`src/rtl/irqc_pkg.sv`:
```
package irqc_pkg;
  localparam int IRQ_W    = 32;
  localparam int LANE_N   = IRQ_W / 8;
  localparam int HALT_BIT = 15;

  typedef enum logic [1:0] {
    SEL_GATE    = 2'd0,
    SEL_ENABLE  = 2'd1,
    SEL_PENDING = 2'd2,
    SEL_POWER   = 2'd3
  } irqc_sel_e;

  // expand byte enables into a bit mask
  function automatic logic [IRQ_W-1:0] lane_mask(input logic [LANE_N-1:0] be);
    logic [IRQ_W-1:0] m;
    for (int b = 0; b < LANE_N; b++) m[b*8 +: 8] = {8{be[b]}};
    return m;
  endfunction

  // byte-lane merge of new data into an old value
  function automatic logic [IRQ_W-1:0] lane_merge(input logic [IRQ_W-1:0] old_v,
                                                  input logic [IRQ_W-1:0] new_v,
                                                  input logic [LANE_N-1:0] be);
    logic [IRQ_W-1:0] m;
    m = lane_mask(be);
    return (old_v & ~m) | (new_v & m);
  endfunction

  // pending update: clear selected ones, then set requests (request wins)
  function automatic logic [IRQ_W-1:0] pend_next(input logic [IRQ_W-1:0] cur,
                                                 input logic [IRQ_W-1:0] clr,
                                                 input logic [IRQ_W-1:0] req);
    return (cur & ~clr) | req;
  endfunction

  // the interrupt condition shared by the IRQ and the wake logic
  function automatic logic qualifies(input logic [IRQ_W-1:0] pend,
                                     input logic [IRQ_W-1:0] en,
                                     input logic             gate0);
    return (|(pend & en)) & gate0;
  endfunction
endpackage

```
`src/rtl/irqc_ctrl_regs.sv`:
```
module irqc_ctrl_regs
  import irqc_pkg::*;
#(
  parameter int W  = IRQ_W,
  parameter int LN = LANE_N
) (
  input  logic          clk_i,
  input  logic          rst_ni,
  input  logic          gate_wr_i,
  input  logic          en_wr_i,
  input  logic [W-1:0]  wdata_i,
  input  logic [LN-1:0] be_i,
  output logic [W-1:0]  gate_q_o,
  output logic [W-1:0]  gate_d_o,
  output logic [W-1:0]  en_q_o,
  output logic [W-1:0]  en_d_o
);
  logic [W-1:0] gate_q, en_q;

  always_comb begin
    gate_d_o = gate_wr_i ? lane_merge(gate_q, wdata_i, be_i) : gate_q;
    en_d_o   = en_wr_i   ? lane_merge(en_q,   wdata_i, be_i) : en_q;
  end

  always_ff @(posedge clk_i) begin
    if (!rst_ni) begin
      gate_q <= '0;
      en_q   <= '0;
    end else begin
      gate_q <= gate_d_o;
      en_q   <= en_d_o;
    end
  end

  assign gate_q_o = gate_q;
  assign en_q_o   = en_q;
endmodule

```
`src/rtl/irqc_pending.sv`:
```
module irqc_pending
  import irqc_pkg::*;
#(
  parameter int W = IRQ_W
) (
  input  logic         clk_i,
  input  logic         rst_ni,
  input  logic [W-1:0] req_i,
  input  logic [W-1:0] clr_i,
  output logic [W-1:0] pend_q_o,
  output logic [W-1:0] pend_d_o
);
  logic [W-1:0] pend_q;

  assign pend_d_o = pend_next(pend_q, clr_i, req_i);

  always_ff @(posedge clk_i) begin
    if (!rst_ni) pend_q <= '0;
    else         pend_q <= pend_d_o;
  end

  assign pend_q_o = pend_q;
endmodule

```
`src/rtl/irqc_halt_irq.sv`:
```
module irqc_halt_irq (
  input  logic clk_i,
  input  logic rst_ni,
  input  logic halt_req_i,
  input  logic qual_next_i,
  output logic irq_o,
  output logic halted_o
);
  logic irq_q, halt_q;

  always_ff @(posedge clk_i) begin
    if (!rst_ni) begin
      irq_q  <= 1'b0;
      halt_q <= 1'b0;
    end else begin
      irq_q <= qual_next_i;
      if (qual_next_i)     halt_q <= 1'b0;
      else if (halt_req_i) halt_q <= 1'b1;
    end
  end

  assign irq_o    = irq_q;
  assign halted_o = halt_q;
endmodule

```
`src/rtl/irqc_top.sv`:
```
module irqc_top
  import irqc_pkg::*;
(
  input  logic              clk_i,
  input  logic              rst_ni,
  input  logic [IRQ_W-1:0]  src_req_i,
  input  logic              reg_wr_i,
  input  logic [1:0]        reg_sel_i,
  input  logic [IRQ_W-1:0]  reg_wdata_i,
  input  logic [LANE_N-1:0] reg_be_i,
  input  logic [1:0]        rd_sel_i,
  output logic [IRQ_W-1:0]  rd_data_o,
  output logic              irq_o,
  output logic              halted_o
);
  localparam int HALT_LANE = HALT_BIT / 8;

  logic              wr_gate, wr_en, wr_pend, halt_req, qual_next;
  logic [IRQ_W-1:0]  clr_mask;
  logic [IRQ_W-1:0]  gate_q, gate_d, en_q, en_d, pend_q, pend_d;

  assign wr_gate  = reg_wr_i && (reg_sel_i == SEL_GATE);
  assign wr_en    = reg_wr_i && (reg_sel_i == SEL_ENABLE);
  assign wr_pend  = reg_wr_i && (reg_sel_i == SEL_PENDING);
  assign halt_req = reg_wr_i && (reg_sel_i == SEL_POWER) &&
                    reg_be_i[HALT_LANE] && reg_wdata_i[HALT_BIT];
  assign clr_mask = wr_pend ? (reg_wdata_i & lane_mask(reg_be_i)) : '0;

  irqc_ctrl_regs u_ctrl (
    .clk_i    (clk_i),
    .rst_ni   (rst_ni),
    .gate_wr_i(wr_gate),
    .en_wr_i  (wr_en),
    .wdata_i  (reg_wdata_i),
    .be_i     (reg_be_i),
    .gate_q_o (gate_q),
    .gate_d_o (gate_d),
    .en_q_o   (en_q),
    .en_d_o   (en_d)
  );

  irqc_pending u_pend (
    .clk_i   (clk_i),
    .rst_ni  (rst_ni),
    .req_i   (src_req_i),
    .clr_i   (clr_mask),
    .pend_q_o(pend_q),
    .pend_d_o(pend_d)
  );

  assign qual_next = qualifies(pend_d, en_d, gate_d[0]);

  irqc_halt_irq u_hi (
    .clk_i      (clk_i),
    .rst_ni     (rst_ni),
    .halt_req_i (halt_req),
    .qual_next_i(qual_next),
    .irq_o      (irq_o),
    .halted_o   (halted_o)
  );

  always_comb begin
    rd_data_o = '0;
    case (rd_sel_i)
      SEL_GATE:    rd_data_o = gate_q;
      SEL_ENABLE:  rd_data_o = en_q;
      SEL_PENDING: rd_data_o = pend_q;
      default:     rd_data_o[HALT_BIT] = halted_o;
    endcase
  end


  pend_set_chk: assert property (@(posedge clk_i) disable iff (!rst_ni)
    (|src_req_i) |=> ((pend_q & $past(src_req_i)) == $past(src_req_i)));


  w1c_chk: assert property (@(posedge clk_i) disable iff (!rst_ni)
    wr_pend |=> ((pend_q & $past(clr_mask & ~src_req_i)) == '0));


  irq_gate_chk: assert property (@(posedge clk_i) disable iff (!rst_ni)
    irq_o |-> ((|(pend_q & en_q)) && gate_q[0]));


  irq_hold_chk: assert property (@(posedge clk_i) disable iff (!rst_ni)
    (irq_o && !reg_wr_i) |=> irq_o);


  wake_chk: assert property (@(posedge clk_i) disable iff (!rst_ni)
    $rose(irq_o) |-> !halted_o);


  halt_only_by_write_chk: assert property (@(posedge clk_i) disable iff (!rst_ni)
    $rose(halted_o) |-> $past(halt_req));
endmodule

```
`config.mk`:
```
export PLATFORM = sky130hd
export DESIGN_NAME = irqc_top
export DESIGN_NICKNAME = d
export VERILOG_FILES = /design/src/rtl/irqc_pkg.sv /design/src/rtl/irqc_ctrl_regs.sv /design/src/rtl/irqc_pending.sv /design/src/rtl/irqc_halt_irq.sv /design/src/rtl/irqc_top.sv
export SDC_FILE = /design/constraint.sdc
export NUM_CORES = 1
export LEC_CHECK = 0
export ABC_AREA = 1
export BUFFER_PORTS_ARGS = -buffer_cell sky130_fd_sc_hd__buf_2
export CAP_MARGIN = 5
export CORE_MARGIN = 2
export CORE_UTILIZATION = 55
export DETAILED_ROUTE_END_ITERATION = 10
export PLACE_DENSITY_LB_ADDON = 0.15
export SYNTH_ARGS = -nofsm -noshare
export SYNTH_HDL_FRONTEND = slang
export SYNTH_SLANG_ARGS = --single-unit
```
`constraint.sdc`:
```
create_clock -name clk_i -period 4.3 [get_ports clk_i]
set_clock_uncertainty 0.15 [all_clocks]
set_input_delay 0.43 -clock clk_i [delete_from_list [all_inputs] [get_ports clk_i]]
set_output_delay 0.43 -clock clk_i [all_outputs]
set_load 0.01 [all_outputs]
```
# Word-level counts from Yosys, hierarchy flattened

Index checks and enable logic that the tools add are counted.

Bits in registers: 98
Input port bits: 75
Output and inout port bits: 34
Word-level logic and storage cells: 39

Eq/ne operators: 5
Muxes and demuxes: 6
Bitwise gates (word level): 12
Reductions and logical operators: 10

Operator list:

| kind                                                            | count |
|---|---|
| 32-bit AND                                                      | 5 |
| 32-bit bitwise OR                                               | 3 |
| 32-bit two-way mux                                              | 2 |
| 32-bit NOT                                                      | 2 |
| 16-bit case mux with 3 select lines                             | 1 |
| 15-bit case mux with 3 select lines                             | 1 |
| 32-bit OR reduction                                             | 1 |
| 2-bit == test, second input constant                            | 3 |
| 1-bit logical AND                                               | 6 |
| 2-bit by 1-bit == test with 1-bit output, second input constant | 2 |
| 2-bit zero test                                                 | 2 |
| 1-bit case mux with 3 select lines                              | 1 |
| 2-bit OR reduction                                              | 1 |
| 1-bit AND                                                       | 1 |
| 1-bit two-way mux                                               | 1 |
| 1-bit NOT                                                       | 1 |

# Logic depth before layout (Yosys ltp)

Gate-level depths: netlist (run 1).

Depth after elaboration: 10
Mapped depth: 14
Mapped depth without buffers: 13

# By module

From an unflattened synthesis (run 1), not the netlist that was laid out.

Cell total of the unflattened synthesis: 1000
Area total of the unflattened synthesis: 6108.4 µm²

By module, submodules not included:

| module         | instances | cells each | area each (µm²) | sequential area each (µm²) |
|---|---|---|---|---|
| irqc_ctrl_regs | 1         | 511        | 3261.9          | 1281.2 |
| irqc_pending   | 1         | 196        | 1431.4          | 640.6 |
| irqc_top       | 1         | 285        | 1352.5          | 0.0 |
| irqc_halt_irq  | 1         | 8          | 62.6            | 40.0 |

# Least setup slack after synthesis (run 1)

No wires, ideal clock.

Path type: input -> output
From: input rd_sel_i[0]
To: output rd_data_o[0]
Data arrival time: 1.452 ns
Required time: 3.720 ns
Path slack: 2.268 ns
Stages on the path: 5
Buffers on the path: 3
Cell sequence: clkbuf_1 > or2_2 > clkbuf_1 > clkbuf_1 > o211ai_1

Word-level cells in the longest chain between the ends: 2
Elaborated cells on any way between the ends: 4
Those cells by class: 2 x eq/ne; 1 x mux; 1 x reduce/logical

Ends and longest elaborated chain:

| item                                        | RTL line       | text |
|---|---|---|
| from (decl)                                 | irqc_top.sv:11 | `input logic [1:0] rd_sel_i,` |
| 2-bit == test, or another cell as far along | irqc_top.sv:64 | `case (rd_sel_i)` |
| 15-bit case mux with 3 select lines *       | irqc_top.sv:64 |  |
| to (decl)                                   | irqc_top.sv:12 | `output logic [IRQ_W-1:0] rd_data_o,` |

Every way passes the cells marked *; elsewhere a longest branch is shown, timed or not.

# Worst setup path after layout (run 1)

From: input rd_sel_i[0]
To: output rd_data_o[31]

Word-level cells in the longest chain between the ends: 2
Elaborated cells on any way between the ends: 4
Those cells by class: 2 x eq/ne; 1 x mux; 1 x reduce/logical

Ends and longest elaborated chain:

| item                                        | RTL line |
|---|---|
| 2-bit == test, or another cell as far along | irqc_top.sv:64 |
| 16-bit case mux with 3 select lines *       | irqc_top.sv:64 |

Marks and branches as above.

==> impl_results.md, run 1 <==
- Hold Buf Count CTS: 0
- First-pass GRT wire length: 24,800 um
- Crit start category: input pin
- Remaining DRCs: 0
- Sequential share of power: 50.5%
- Maximum clock insertion buffer count: 2
- Gate power share: between 10% and 20%
- 1st-iter DRT viols: around 330
- Worst skew pair latency: approximately 0.36 ns
- PortBufs: around 110
- Vias in the first global route: 5,240
- Post-synth EDFFs: 0
- Placer congestion estimate: between 0.8 and 0.9
- CTS tree: built
- Post-cts resize count: 0
- Max-slew violations: 0
- Die Span X: 100 um
- Yosys reg bits: 98
- Core box area: between 9000 and 10,000 sq um
- VDD IR max: about 0.19 mV
- Die ar.: about 10,000 sq um
- Die boundary height: 100 um
- Layout area overhead: 14.3%
- Vias/cell: about 5.6
- Leak pwr: ~2.8 nW
- Initial antenna violation count: 0
- Most frequent cells in the layout: 265 x nand2_1, 108 x buf_2, 98 x dfxtp_1
- CTS Buf Count: 9
- Placed Cells: between 900 and 1,000
- Initial Utilization: a little under three fifths
- Leading area contributor after synthesis: dfxtp_1
- Register area share after synthesis: 38.4%
- Fill count: ~890
- Finished Layout Cells: between 900 and 1,000
- WL/cell: ~16 um
- H-tree Lvls: 3
- Via count: around 5,400
- Syn. warnings: 0
- WP data arrival: approximately 2.3 ns
- RSZ-0062 raised after global routing: false
- Mapped Area: slightly above 5000 sq um
- Final hold violations: 0
- Max Freq: roughly 0.35 GHz
- Final WL: about 15,000 um
- Post-route setup TNS: 0 ns
- Total Power: between 1.5 and 2 mW
- Synth Flop Type: dfxtp_1
- Asr flop ratio synth: 0%
- Status: finished, final reports clean
- Crit path max fanout: 35
- Sw Share: approximately 28%
- DRT antenna net count: 0
- Max-cap viol count: 0
- Tmin final: 2.87 ns
- Final Util: between 60 and 70%
- Data required time at the worst endpoint: 3.72 ns
- Final setup vio count: 0
- Largest net degree at the start of global routing: between 50 and 60
- Post-synth top area share: between 30% and 40%
- # rows: 35
- Post-DP HPWL: 9800 um
- CP Capture Type: output port
- Min-Delay Path Class: in -> reg
- Clock slew at reported path FFs: roughly 0.09 ns
- Clock network power share: 34.4%
- Pwr Density: approximately 330 nW/um^2
- Tcrit/Tclk final: about two thirds
- P_int: about 1.4 mW
- Mapped Cells: approximately 770
- # diodes: 0
- Cell variety after synth: 25
- Most area-consuming cells after synthesis: dfxtp_1 38%, nand2_1 19%, a21oi_1 8.9%
- Root Buffer: clkbuf_8
- Most common cell after layout, fill and taps aside: nand2_1
- Setup Buffers After CTS: 0
- Critical path class: in -> out
- Sw power: around 0.54 mW
- GR Util All Layers: a little under a third
- Clk sink count: slightly below 100
- Syn Nets: 840
- Final nets: between 900 and 1,000
- Syn_area_per_cell: about 6.7 sq um
- GRT overflow: 0
- # IOs: 109
- Slew HR: 34.4%
- First-pass DRT Iterations: 5
- Layout cell share with drive strength beyond 1: between 15 and 20%
- Worst slew pin tran: ~0.98 ns
## cell usage after synthesis, types with 10 or more instances
cell	count
a21oi_1	91
buf_2	10
clkbuf_1	28
dfxtp_1	98
inv_1	82
nand2_1	265
nand3_1	73
nand4_1	12
nand4_2	10
nor2_1	17
o211ai_1	31
o21ai_2	20
## final cells by class
| type | instances | area (sq um) | area share, % |
|---|---|---|---|
| multi-input combinational | 538 | 2630 | 45.1 |
| clock buffer | 13 | 179 | 3.06 |
| tap | 111 | 139 | 2.38 |
| clock inverter | 3 | 45.0 | 0.771 |
| sequential | 98 | 1960 | 33.6 |
| inverter | 84 | 315 | 5.39 |
| timing repair buffer | 112 | 571 | 9.76 |
## power by group through the flow
stage / registers, mW / clock network [mW] / logic [mW]
after detailed placement: 0.983 / 0 / 0.285
after CTS: 0.961 / 0.663 / 0.286
after floorplan: 0.978 / 0 / 0.185
after global placement: 0.981 / 0 / 0.279
final: 0.962 / 0.655 / 0.289
after global routing: 0.965 / 0.701 / 0.322
## critical path: stages
cell and delay, ns:
buf_2 0.62, or2_2 0.78, o211ai_1 0.23, buf_2 0.20
## metrics by stage
step | hold WS [ns] | cell area [sq um] | setup slack [ns]
2_1_floorplan | 0.291 | 5110 | 2.27
3_3_place_gp | 0.298 | 5620 | 1.26
3_5_place_dp | 0.304 | 5620 | 1.22
4_1_cts | 0.161 | 5840 | 1.48
5_1_grt | 0.172 | 5840 | 1.26
6_report | 0.169 | 5840 | 1.43
## per-layer routing
| layer | global-route usage [%] | wire length [um] | vias to the layer above |
|---|---|---|---|
| li1 | - | - | 2654 |
| met1 | 40.6 | 6230 | 2490 |
| met2 | 50.9 | 7240 | 241 |
| met3 | 4.18 | 1170 | 25 |
| met4 | 12.4 | 302 | 0 |
| met5 | 0 | 0 | - |
## cell families (layout without fill, tap and decap cells)
logic type | count (synthesis) | count (layout) | share of synthesized area, %
compound gates | 153 | 153 | 18.1
simple gates | 385 | 385 | 33.2
buf+inv | 129 | 212 | 10.3
flops | 98 | 98 | 38.4
## final timing paths
path	slack [ns]	to	startpoint	cells past startpoint
max	1.43	rd_data_o[31]	rd_sel_i[0]	4
min	0.17	u_pend.pend_q_o[10]	src_req_i[10]	3
max reg2reg	2.88	u_hi.irq_o	u_ctrl.en_q_o[17]	10
min reg2reg	0.31	register	register	2
Power figures use the tool's default switching activity.
==> run 2, diff against run 1 <==
==> constraint.sdc (replaced) <==
create_clock -name clk_i -period 3 [get_ports clk_i]
set_clock_uncertainty 0.15 [all_clocks]
set_input_delay 0.3 -clock clk_i [delete_from_list [all_inputs] [get_ports clk_i]]
set_output_delay 0.3 -clock clk_i [all_outputs]
set_load 0.01 [all_outputs]
==> run 2 against run 1 <==
Clock-buffer cell count shrank 2. Via count is essentially flat. Non-clock buffer count grew 11. Clock power grew 34%. Combinational power grew 48%. Hold slack lost 0.13 ns. Sequential power grew 43%. Sequential share of layout area shrank 0.33 points. Cell count grew 1.0%. Largest cell class unchanged.
==> impl_results.md, run 2 (synthesis results as in run 1) <==
- Status: finished, final reports clean (unchanged)
- Core box area: 9110 sq um (unchanged)
- CP Cell Sequence: buf_2 > inv_1 > nand3_2 > buf_4 > o21ai_2 > nand2_1 > nand2_1 > nand2_1 > nor2_1 > nand2_1 > nor2_1 > nand2_1 > nand2_1 > nor2_1 (was buf_2 > or2_2 > o211ai_1 > buf_2)
- Placed Cells: 954 (was 943)
- 1st-iter DRT viols: 221 (was 333)
- Clk sink count: 98 (unchanged)
- CTS Buf Count: 9 (unchanged)
- Pwr Density: 454 nW/um^2 (was 326 nW/um^2)
- # diodes: 0 (unchanged)
- # rows: 35 (unchanged)
- Post-DP HPWL: 10,800 um (was 9800 um)
- Clock slew at reported path FFs: 0.09 ns (about the same)
- H-tree Lvls: 3 (unchanged)
- Root Buffer: clkbuf_8 (unchanged)
- Tmin final: around 2.1 ns
- First-pass GRT wire length: 25,400 um (was 24,800 um)
- Total Power: 2.68 mW (was 1.91 mW)
- Max-cap viol count: 0 (unchanged)
- Hold Buf Count CTS: 0 (unchanged)
- Die Span X: 100 um (unchanged)
- Vias/cell: 5.59 (was 5.64)
- Area post-placement: 5710 sq um (was 5620 sq um)
- Max Freq: between 0.4 and 0.5 GHz
- Worst skew pair latency: 0.37 ns (was 0.36 ns)
- Worst slew pin tran: 0.645 ns (was 0.982 ns)
- Die boundary height: 100 um (unchanged)
- DRT antenna net count: 0 (unchanged)
- Leak pwr: 2.80 nW (was 2.75 nW)
- GRT overflow: 0 (unchanged)
- Via count: 5,412 (was 5,410)
- Tcrit/Tclk final: a little over two thirds
- Clock network power share: 32.6% (was 34.4%)
- Post-route setup TNS: 0 ns (unchanged)
- Vias in the first global route: 5,364 (was 5,240)
- Gate power share: 15.9% (was 15.2%)
- Initial antenna violation count: 0 (unchanged)
- Crit path max fanout: 17 (was 35)
- Die ar.: 10,100 sq um (unchanged)
- Largest net degree at the start of global routing: 51 (was 57)
- Max-slew violations: 0 (unchanged)
- Post-cts resize count: 0 (unchanged)
- Most common cell after layout, fill and taps aside: nand2_1 (unchanged)
- WP data arrival: 2.18 ns (was 2.29 ns)
- Pre-CTS setup slack: 0.544 ns (was 1.22 ns)
- Slew HR: 56.9% (was 34.4%)
- CP Capture Type: register (was output port)
- Remaining DRCs: 0 (unchanged)
- Most frequent cells in the layout: 265 x nand2_1, 108 x buf_2, 98 x dfxtp_1 (unchanged)
- CTS tree: built (unchanged)
- Crit path buffers/inverters: 3 (was 2)
- Crit path top cell by count: nand2_1 (was buf_2)
- Setup ws final: 0.908 ns (was 1.43 ns)
- Maximum clock insertion buffer count: 2 (unchanged)
- Final setup vio count: 0 (unchanged)
- Crit path max-delay family: simple AND/OR/NAND/NOR gates (was buffers and inverters)
- Final hold violations: 0 (unchanged)
- Final WL: 15,300 um (was 14,900 um)
- Slowest-stage cell, CP: buf_4 (was or2_2)
- Sequential share of power: 51.5% (was 50.5%)
- GR Util All Layers: 31.8% (was 30.8%)
- Final Util: 64.8% (was 64.2%)
- P_int: 1.90 mW (was 1.37 mW)
- Data required time at the worst endpoint: 3.09 ns (was 3.72 ns)
- Critical path class: in -> reg (was in -> out)
- Initial Utilization: 56.2% (unchanged)
- PortBufs: 108 (unchanged)
- Final nets: 929 (was 918)
- VDD IR max: 0.281 mV (was 0.190 mV)
- Fin Hold WS: 0.0382 ns (was 0.169 ns)
- Finished Layout Cells: 969 (was 959)
- RSZ-0062 raised after global routing: false (unchanged)
- Worst path max stage delay: 0.35 ns (was 0.78 ns)
- Cell area after layout: 5900 sq um (was 5840 sq um)
- Min-Delay Path Class: in -> reg (unchanged)
- First-pass DRT Iterations: 5 (unchanged)
- Crit start category: input pin (unchanged)
- Placer congestion estimate: 0.836 (was 0.825)
- Sw power: 0.778 mW (was 0.536 mW)
- Setup Buffers After CTS: 0 (unchanged)
- Layout cell share with drive strength beyond 1: 20.7% (was 19.9%)
- # IOs: 109 (unchanged)
- Sw Share: 29.0% (was 28.1%)
- WL/cell: 15.8 um (was 15.6 um)
- Layout area overhead: 15.4% (was 14.3%)
-- run 2: layout make-up --
type	instances	area [sq um]
Clock buffer	11	141
Clock inverter	4	51.3
Fill cell	855	3210
Inverter	84	315
Multi-Input combinational cell	538	2630
Sequential cell	98	1960
Tap cell	111	139
Timing Repair Buffer	123	666
-- run 2: worst paths after layout --
check	startpoint	to	slack, ns	depth (start not counted)
hold reg to reg	register	register	0.32	2
hold / removal	src_req_i[12]	u_pend.pend_q_o[12]	0.04	3
setup reg to reg	u_ctrl.en_q_o[17]	u_hi.irq_o	1.59	10
setup / recovery	reg_sel_i[0]	u_hi.irq_o	0.91	14
-- run 2: worst min-delay path: cells and delay by family --
kind,cells,cell delay [ns]
AOI/OAI and AO/OA,1,0.06
buffers and inverters,2,0.15
-- run 2: power by group through the flow --
stage / registers (mW) / logic (mW) / clock network, mW
final: 1.38 / 0.427 / 0.875
after global routing: 1.38 / 0.477 / 0.932
after CTS: 1.38 / 0.425 / 0.880
after detailed placement: 1.41 / 0.422 / 0
after global placement: 1.41 / 0.416 / 0
after floorplan: 1.40 / 0.265 / 0
-- run 2: per-layer routing --
metal / global-route usage, % / part of all wire [%] / vias to the layer above
met5: 0 / 0 / -
met4: 15.7 / 2.5 / 0
met3: 4.67 / 6.2 / 25
met2: 52.5 / 49 / 218
met1: 40.8 / 42 / 2500
li1: - / - / 2669
==> run 3, diff against run 2 <==
--- a/config.mk
+++ b/config.mk
@@ -9,7 +9,7 @@
 export BUFFER_PORTS_ARGS = -buffer_cell sky130_fd_sc_hd__buf_2
 export CAP_MARGIN = 5
 export CORE_MARGIN = 2
-export CORE_UTILIZATION = 55
+export CORE_UTILIZATION = 50
 export DETAILED_ROUTE_END_ITERATION = 10
 export PLACE_DENSITY_LB_ADDON = 0.15
 export SYNTH_ARGS = -nofsm -noshare
==> constraint.sdc (replaced) <==
create_clock -name clk_i -period 1.81 [get_ports clk_i]
set_clock_uncertainty 0.15 [all_clocks]
set_input_delay 0.181 -clock clk_i [delete_from_list [all_inputs] [get_ports clk_i]]
set_output_delay 0.181 -clock clk_i [all_outputs]
set_load 0.01 [all_outputs]
==> run 3 against run 2 <==
Sequential power up 66%. Cell count grew 15%. Clock power rose by 70%. Global-route usage decreased by 0.61 points. Clock-buffer cell count grew 3. Hold slack improved by 0.0066 ns. Die area rose by 9.6%. Core utilization rose by 7.1 points. Via count rose by 10%. Critical path type is now in -> out. Critical endpoint is now rd_data_o[12]. Highest routed layer is now met5.
==> impl_results.md, run 3 (synthesis results as in run 1) <==
- Maximum clock insertion buffer count: 2 (unchanged)
- CP Cell Sequence: buf_2 > inv_1 > or2_2 > buf_4 > o211ai_1 > buf_2 (was buf_2 > inv_1 > nand3_2 > buf_4 > o21ai_2 > nand2_1 > nand2_1 > nand2_1 > nor2_1 > nand2_1 > nor2_1 > nand2_1 > nand2_1 > nor2_1)
- Final hold violations: 0 (unchanged)
- WP data arrival: 1.43 ns (was 2.18 ns)
- DRT antenna net count: 0 (unchanged)
- Crit path buffers/inverters: 4 (was 3)
- Tcrit/Tclk final: a little over nine tenths
- Area post-placement: 6240 sq um (was 5710 sq um)
- Finished Layout Cells: 1,112 (was 969)
- RSZ-0062 raised after global routing: false (unchanged)
- Fill count: 809 (was 855)
- CTS Buf Count: 9 (unchanged)
- Setup ws final: 0.0537 ns (was 0.908 ns)
- Post-route setup TNS: 0 ns (unchanged)
- VDD IR max: 0.347 mV (was 0.281 mV)
- Layout area overhead: 38.6% (was 15.4%)
- Clock slew at reported path FFs: 0.09 ns (about the same)
- GR Util All Layers: 31.2% (was 31.8%)
- Worst path max stage delay: 0.43 ns (was 0.35 ns)
- # rows: 36 (was 35)
- Status: finished, final reports clean (unchanged)
- H-tree Lvls: 3 (unchanged)
- Max Freq: ~0.57 GHz
- Post-DP HPWL: 11,500 um (was 10,800 um)
- Leak pwr: 3.36 nW (was 2.80 nW)
- Pre-CTS setup slack: -0.233 ns (was 0.544 ns)
- Critical path class: in -> out (was in -> reg)
- Crit path max fanout: 12 (was 17)
- Tmin final: roughly 1.8 ns
- Pwr Density: 666 nW/um^2 (was 454 nW/um^2)
- Placer congestion estimate: 0.883 (was 0.836)
- Remaining DRCs: 0 (unchanged)
- Crit start category: input pin (unchanged)
- Final setup vio count: 0 (unchanged)
- First-pass DRT Iterations: 5 (unchanged)
- Reg area: 1960 sq um (unchanged)
- Die ar.: 11,100 sq um (was 10,100 sq um)
- Max-slew violations: 0 (unchanged)
- Core box area: 9860 sq um (was 9110 sq um)
- Multi-input logic area: 2630 sq um (about the same)
- Most frequent cells in the layout: 265 x nand2_1, 108 x buf_2, 98 x dfxtp_1 (unchanged)
- Final Util: 71.9% (was 64.8%)
- WL/cell: 15.3 um (was 15.8 um)
- Data required time at the worst endpoint: 1.48 ns (was 3.09 ns)
- Total Power: 4.72 mW (was 2.68 mW)
- Worst skew pair latency: 0.37 ns (about the same)
- CTS tree: built (unchanged)
- Via count: 5,953 (was 5,412)
- Largest net degree at the start of global routing: 51 (unchanged)
- Most common cell after layout, fill and taps aside: nand2_1 (unchanged)
- Final WL: 17,000 um (was 15,300 um)
- 1st-iter DRT viols: 333 (was 221)
- Root Buffer: clkbuf_8 (unchanged)
- Cell area after layout: 7090 sq um (was 5900 sq um)
- # IOs: 109 (unchanged)
- Crit path max-delay family: buffers and inverters (was simple AND/OR/NAND/NOR gates)
- Min-Delay Path Class: in -> reg (unchanged)
- Placed Cells: 1,031 (was 954)
- Slowest-stage cell, CP: or2_2 (was buf_4)
- Die boundary height: 105 um (was 100 um)
- PortBufs: 108 (unchanged)
- Fin Hold WS: 0.0448 ns (was 0.0382 ns)
- Clk sink count: 98 (unchanged)
- CP Capture Type: output port (was register)
- Crit path top cell by count: buf_2 (was nand2_1)
- Final nets: 1,049 (was 929)
- Die Span X: 105 um (was 100 um)
- GRT overflow: 0 (unchanged)
- Vias/cell: 5.35 (was 5.59)
- Worst R2R Setup Slack: 0.35 ns (was 1.59 ns)
- Slew HR: 64.9% (was 56.9%)
- First-pass GRT wire length: 27,600 um (was 25,400 um)
- Layout cell share with drive strength beyond 1: 23.8% (was 20.7%)
- Initial Utilization: 51.9% (was 56.2%)
- Max-cap viol count: 0 (unchanged)
- Vias in the first global route: 5,731 (was 5,364)
- # diodes: 0 (unchanged)
- Initial antenna violation count: 1 (was 0)
- Worst slew pin tran: 0.527 ns (was 0.645 ns)
- Setup Buffers After CTS: 0 (unchanged)
run 3: changes by cell type in the layout (fill, tap and decap cells not counted), moves of 2 or more:
cell | previous run | this run
dlygate4sd3_1 | 0 | 65
buf_4 | 14 | 62
buf_12 | 1 | 8
clkbuf_1 | 1 | 3
o21ai_0 | 8 | 6
run 3: path summary, 6_finish.rpt:
kind	from	cells past startpoint	end
hold reg to reg	register	2	register
setup / recovery	rd_sel_i[1]	6	rd_data_o[12]
hold / removal	reg_be_i[1]	3	register
setup reg to reg	u_pend.pend_q_o[8]	10	u_hi.irq_o
run 3: metal layers:
metal / track usage, % / up-vias / part of all wire [%]
met1: 39.4 / 2721 / 42
met5: 0 / - / 0.076
met2: 52.6 / 263 / 48
li1: - / 2919 / -
met4: 14.8 / 2 / 3.2
met3: 4.12 / 48 / 6.6
run 3: cell type report:
type                       count  area share, %
inverter                      84           4.45
clock inverter                 2          0.494
multi-input combinational    538           37.1
clock buffer                  14           2.29
timing repair buffer         243           25.6
tap                          133           2.35
sequential                    98           27.7
run 3: timing repair:
item                       CTS  global route
setup endpoints to repair    0             2
hold buffers                65             0
hold endpoints to repair    82             0
gates resized for setup      0             3
run 3: power by group:
group          switching (mW)  leakage (nW)  total (mW)  internal [mW]
clock network           0.771         0.101        1.49          0.717
logic                   0.520          2.46       0.949          0.429
registers              0.0487         0.802        2.29           2.24
run 3: worst min-delay path: cells and delay by family:
family	cells	cell delay [ns]
buffers and inverters	1	0.18
and+or+nand+nor	1	0.10
AOI/OAI and AO/OA	1	0.06
